[config.mk]
export PLATFORM = sky130hd
export DESIGN_NAME = setop_unit
export DESIGN_NICKNAME = d
export VERILOG_FILES = /design/src/rtl/setop_pkg.sv /design/src/rtl/setop_decode.sv /design/src/rtl/setop_frame_addr.sv /design/src/rtl/setop_cond.sv /design/src/rtl/setop_unit.sv
export SDC_FILE = /design/constraint.sdc
export NUM_CORES = 1
export LEC_CHECK = 0
export CAP_MARGIN = 30
export CORE_ASPECT_RATIO = 0.75
export CORE_UTILIZATION = 41
export DETAILED_ROUTE_END_ITERATION = 8
export PLACE_DENSITY_LB_ADDON = 0.1
export SLEW_MARGIN = 10
export SYNTH_ARGS = -nofsm -noshare
export SYNTH_HDL_FRONTEND = slang
export SYNTH_HIERARCHICAL = 1
export SYNTH_SLANG_ARGS = --single-unit
[constraint.sdc]
create_clock -name clk -period 3.2 [get_ports clk]
set_input_delay 0.64 -clock clk [delete_from_list [all_inputs] [get_ports clk]]
set_output_delay 0.64 -clock clk [all_outputs]
set_load 0.03 [all_outputs]
[src/rtl/setop_pkg.sv]
package setop_pkg;
  localparam int unsigned N_W    = 5;
  localparam int unsigned FLAG_W = 4;
  localparam int unsigned FLG_C  = 0;
  localparam int unsigned FLG_Z  = 1;
  localparam int unsigned FLG_N  = 2;
  localparam int unsigned FLG_V  = 3;

  typedef enum logic [1:0] {
    DST_GPR = 2'b00,
    DST_SR  = 2'b01,
    DST_PC  = 2'b10,
    DST_RSV = 2'b11
  } dst_e;
endpackage

[src/rtl/setop_decode.sv]
module setop_decode
  import setop_pkg::*;
(
  input  logic           valid,
  input  logic [N_W-1:0] n_sel,
  input  logic [1:0]     dst_sel,
  output logic           is_adr,
  output logic           is_cond,
  output logic           is_fetch,
  output logic           is_illegal
);
  logic to_gpr;
  logic n_zero;

  assign to_gpr = (dst_e'(dst_sel) == DST_GPR);
  assign n_zero = (n_sel == '0);

  assign is_adr     = valid & to_gpr & n_zero;
  assign is_cond    = valid & to_gpr & ~n_zero;
  assign is_fetch   = valid & (dst_e'(dst_sel) == DST_SR);
  assign is_illegal = valid & ((dst_e'(dst_sel) == DST_PC) | (dst_e'(dst_sel) == DST_RSV));
endmodule

[src/rtl/setop_frame_addr.sv]
module setop_frame_addr #(
  parameter int unsigned XLEN  = 32,
  parameter int unsigned FP_W  = 7,
  parameter int unsigned ALIGN = 2
) (
  input  logic [XLEN-1:0] sp,
  input  logic [XLEN-1:0] sr,
  output logic            carry,
  output logic [XLEN-1:0] addr
);
  localparam int unsigned CPOS = FP_W + ALIGN;

  function automatic logic wrap_fix(input logic [XLEN-1:0] s_p, input logic [XLEN-1:0] s_r);
    return s_p[CPOS-1] & ~s_r[XLEN-1];
  endfunction

  function automatic logic [XLEN-1:0] base_join(input logic [XLEN-1:0] s_p,
                                                input logic [XLEN-1:0] s_r,
                                                input logic            c);
    logic [XLEN-1:0] joined;
    joined = {s_p[XLEN-1:CPOS], s_r[XLEN-1 -: FP_W], {ALIGN{1'b0}}};
    return joined + (XLEN'(c) << CPOS);
  endfunction

  assign carry = wrap_fix(sp, sr);
  assign addr  = base_join(sp, sr, carry);

  logic unused_bits;
  assign unused_bits = ^{sp[CPOS-2:0], sr[XLEN-FP_W-1:0]};
endmodule

[src/rtl/setop_cond.sv]
module setop_cond
  import setop_pkg::*;
(
  input  logic [N_W-1:0]    n_sel,
  input  logic [FLAG_W-1:0] flags,
  output logic              hit
);
  localparam int unsigned NCODE = 1 << N_W;
  localparam int unsigned NPRED = NCODE / 2;

  logic c, z, n, v;
  logic [NPRED-1:0] pred;
  logic [NCODE-1:0] hit_vec;

  assign c = flags[FLG_C];
  assign z = flags[FLG_Z];
  assign n = flags[FLG_N];
  assign v = flags[FLG_V];

  always_comb begin
    pred     = '0;
    pred[0]  = 1'b1;
    pred[1]  = z;
    pred[2]  = c;
    pred[3]  = n;
    pred[4]  = v;
    pred[5]  = c | z;
    pred[6]  = n ^ v;
    pred[7]  = (n ^ v) | z;
    pred[8]  = z & c;
    pred[9]  = z | n;
    pred[10] = c & ~z;
    pred[11] = n & v;
    pred[12] = n | v;
    pred[13] = c ^ v;
    pred[14] = z ^ n;
    pred[15] = c | v;
  end

  for (genvar k = 0; k < NCODE; k++) begin : g_code
    assign hit_vec[k] = pred[k / 2] ^ ((k % 2) == 1);
  end

  assign hit = hit_vec[n_sel];
endmodule

[src/rtl/setop_unit.sv]
module setop_unit
  import setop_pkg::*;
#(
  parameter int unsigned XLEN  = 32,
  parameter int unsigned FP_W  = 7,
  parameter int unsigned ALIGN = 2
) (
  input  logic              clk,
  input  logic              rst,
  input  logic              in_valid,
  input  logic [N_W-1:0]    n_sel,
  input  logic [1:0]        dst_sel,
  input  logic [XLEN-1:0]   sp_in,
  input  logic [XLEN-1:0]   sr_in,
  input  logic [FLAG_W-1:0] flags_in,
  output logic              wb_en,
  output logic [XLEN-1:0]   wb_data,
  output logic              fetch_req,
  output logic              illegal_op
);
  logic            op_adr;
  logic            op_cond;
  logic            op_fetch;
  logic            op_illegal;
  logic            adr_carry;
  logic [XLEN-1:0] adr_value;
  logic            cond_hit;
  logic [XLEN-1:0] next_data;

  setop_decode dec_i (
    .valid      (in_valid),
    .n_sel      (n_sel),
    .dst_sel    (dst_sel),
    .is_adr     (op_adr),
    .is_cond    (op_cond),
    .is_fetch   (op_fetch),
    .is_illegal (op_illegal)
  );

  setop_frame_addr #(.XLEN(XLEN), .FP_W(FP_W), .ALIGN(ALIGN)) fa_i (
    .sp    (sp_in),
    .sr    (sr_in),
    .carry (adr_carry),
    .addr  (adr_value)
  );

  setop_cond cond_i (
    .n_sel (n_sel),
    .flags (flags_in),
    .hit   (cond_hit)
  );

  always_comb begin
    next_data = '0;
    if (op_adr)       next_data = adr_value;
    else if (op_cond) next_data = {XLEN{cond_hit}};
  end

  always_ff @(posedge clk) begin
    if (rst) begin
      wb_en      <= 1'b0;
      wb_data    <= '0;
      fetch_req  <= 1'b0;
      illegal_op <= 1'b0;
    end else begin
      wb_en      <= op_adr | op_cond;
      wb_data    <= next_data;
      fetch_req  <= op_fetch;
      illegal_op <= op_illegal;
    end
  end
endmodule

==> flow_metrics.tcl <==
set metrics [dict create \
    grt_pass1_vias 1471 \
    htree_levels 2 \
    portBuffers 79 \
    yosys.area.top_type_share_pct 35.6 \
    p_leak_nw 1.03 \
    finalMaxSlewViolations 0 \
    grt.overflow.total 0 \
    synth_area_um2 1970 \
    gp_congestion 0.839 \
    critPathRequiredTime_ps 3410 \
    antenna_found_initial 0 \
    dieWidth_um 82.0 \
    outcome "completed" \
    cts.sinks 35 \
    vias_per_cell 4.85 \
    die_area_um2 5090 \
    clock-root-buffer "clkbuf_8" \
    cts_tree "yes" \
    yosysWarnings 6 \
    first_pass_iters 4 \
    placed_area_um2 2700 \
    areaGrowthSynthToFinish_pct 41.6 \
    syn_area_per_cell_um2 8.71 \
    grt_pass1_wl_mm 6.68 \
    drv_cap 0 \
    period_minus_slack_ps 2760 \
    crit_end "wb_data[29]$_SDFF_PP0_" \
    core-area_um2 4550 \
    rsz0062_at_grt "no" \
    synth_cell_types 40 \
    ys_ff_latch 35 \
    syn_inst 226 \
    setup_viol 0 \
    synth.yosys.seq_area_share_pct 35.6 \
    crit_type "input port to flop" \
    grt_max_degree 36 \
    yosys.area.top_type "dfxtp_1" \
    fmax_mhz 362 \
    fin_hold_ws_ps 926 \
    synthTopCellsByArea "dfxtp_1, nand2_1, xnor2_1, a21oi_1, a21oi_2" \
    yosysMostFrequentCell "nand2_1" \
    finalWirelength_mm 4.14 \
    peakVddDrop_v 0.000191 \
    layout-drive-gt1-share_pct 11.2 \
    power_density_nw_per_um2 345 \
    io_pins 113 \
    crit_arrival_ps 2970 \
    vias 1702 \
    cts-resized-gates 0 \
    synth_common_cells "nand2_1, dfxtp_1, a21oi_1, xnor2_1" \
    start_util_pct 43.3 \
    post_cts_buffers 0 \
    layout.nets 378 \
    hold_path.class "input port to flop" \
    rows 21 \
    grt_use_total_pct 17.9 \
    drc 0 \
    synth-edff-count 0 \
    cts_made_buffers 5 \
    start_kind "input port" \
    hold_violations 0 \
    dp_hpwl_mm 3.02 \
    end_kind "flop" \
    ant_nets 0 \
    wl_per_cell_um 11.8 \
    hold_buffers 0 \
    synthArstFlopShare_pct 0 \
    cts_buffer_depth 2 \
    synth_flop_cell "dfxtp_1" \
    antenna_cells 0 \
    post-route-period-util_pct 86.3 \
    crit_path_max_fanout 5 \
    drt_iter0_drc 64 \
    fin_area_um2 2790 \
    cp-startpoint "sp_in[8]" \
    path_clk_slew_ps 70 \
    die_h_um 62.0 \
    setup_tns_ps 0 \
]
==> critical path, cell delays in order <==
cell and delay, ps:
clkdlybuf4s50_1 450, nor2b_1 130, ha_1 270, ha_1 290, nand4_2 200, nor4_4 440
nand3_1 150, xnor2_1 160, nand2_1 80, a21oi_2 140
==> per-stage QoR <==
step	utilization, %	total power, mW	std cells	setup slack, ps
final	61.4	0.962	351	440
after global routing	61.4	1.02	351	210
after CTS	61.4	0.976	351	435
after detailed placement	59.4	0.656	344	137
after global placement	59.4	0.655	344	153
after floorplan	-	0.565	227	946
==> metal layers <==
metal	wire, um	share of wire [%]	track usage (%)
met2	1680	40	25.5
met1	2130	51	26.0
met3	309	7.5	4.96
met5	0	0	0
met4	29	0.70	5.26
==> cell type report <==
cell class              count  area, um^2
multi-input cells         163        1090
fillers                   397        1760
inverters                   7        26.3
flip-flops and latches     35         701
clock buffers               6        82.6
repair buffers             82         813
well taps                  57        71.3
clock inverters             1        5.00
==> placed cells by master (no fill, tap or decap), types with 2 or more instances in the layout <==
cell type and count:
a21oi_1 26, a21oi_2 10, and2_1 2, and3_1 3
buf_4 3, clkbuf_8 6, clkdlybuf4s50_1 79, conb_1 2
dfxtp_1 35, ha_1 6, inv_1 7, nand2_1 41
nand3_1 10, nand4_1 4, nor2_1 9, nor2b_1 4
nor3_1 2, nor4_4 2, o21ai_0 2, xnor2_1 16
xor2_1 6
==> how the worst min path moves through the flow <==
stage / from / to / slack, ps / depth (start not counted)
2_1_floorplan: sp_in[27] / wb_data[27]$_SDFF_PP0_ / 840 / 3
3_3_place_gp: sr_in[29] / wb_data[6]$_SDFF_PP0_ / 1210 / 3
3_5_place_dp: sr_in[25] / wb_data[2]$_SDFF_PP0_ / 1220 / 3
4_1_cts: sr_in[26] / wb_data[3]$_SDFF_PP0_ / 920 / 3
5_1_grt: sr_in[29] / wb_data[6]$_SDFF_PP0_ / 920 / 3
6_report: sr_in[26] / wb_data[3]$_SDFF_PP0_ / 930 / 3
==> flip-flops by register name (all words and copies together), names as in the netlist <==
| signal | cells |
|---|---|
| wb_en | 1 |
| illegal_op | 1 |
| fetch_req | 1 |
| wb_data | 32 |
==> power by group <==
| group | switching, mW | internal [mW] | total, mW |
|---|---|---|---|
| sequential | 0.00270 | 0.447 | 0.450 |
| combinational | 0.0968 | 0.0990 | 0.196 |
| clock | 0.148 | 0.169 | 0.317 |
==> cell families after synthesis <==
logic type	after synthesis	synth area share [%]
AO/OA/AOI/OAI	46	16.3
XOR/XNOR	22	9.78
adder cells (fa/ha/maj)	6	3.81
buffers and inverters	29	9.59
flip-flops	35	35.6
other	1	0.190
AND/OR/NAND/NOR	87	24.8
No activity file was read; power rests on OpenSTA's default activity.
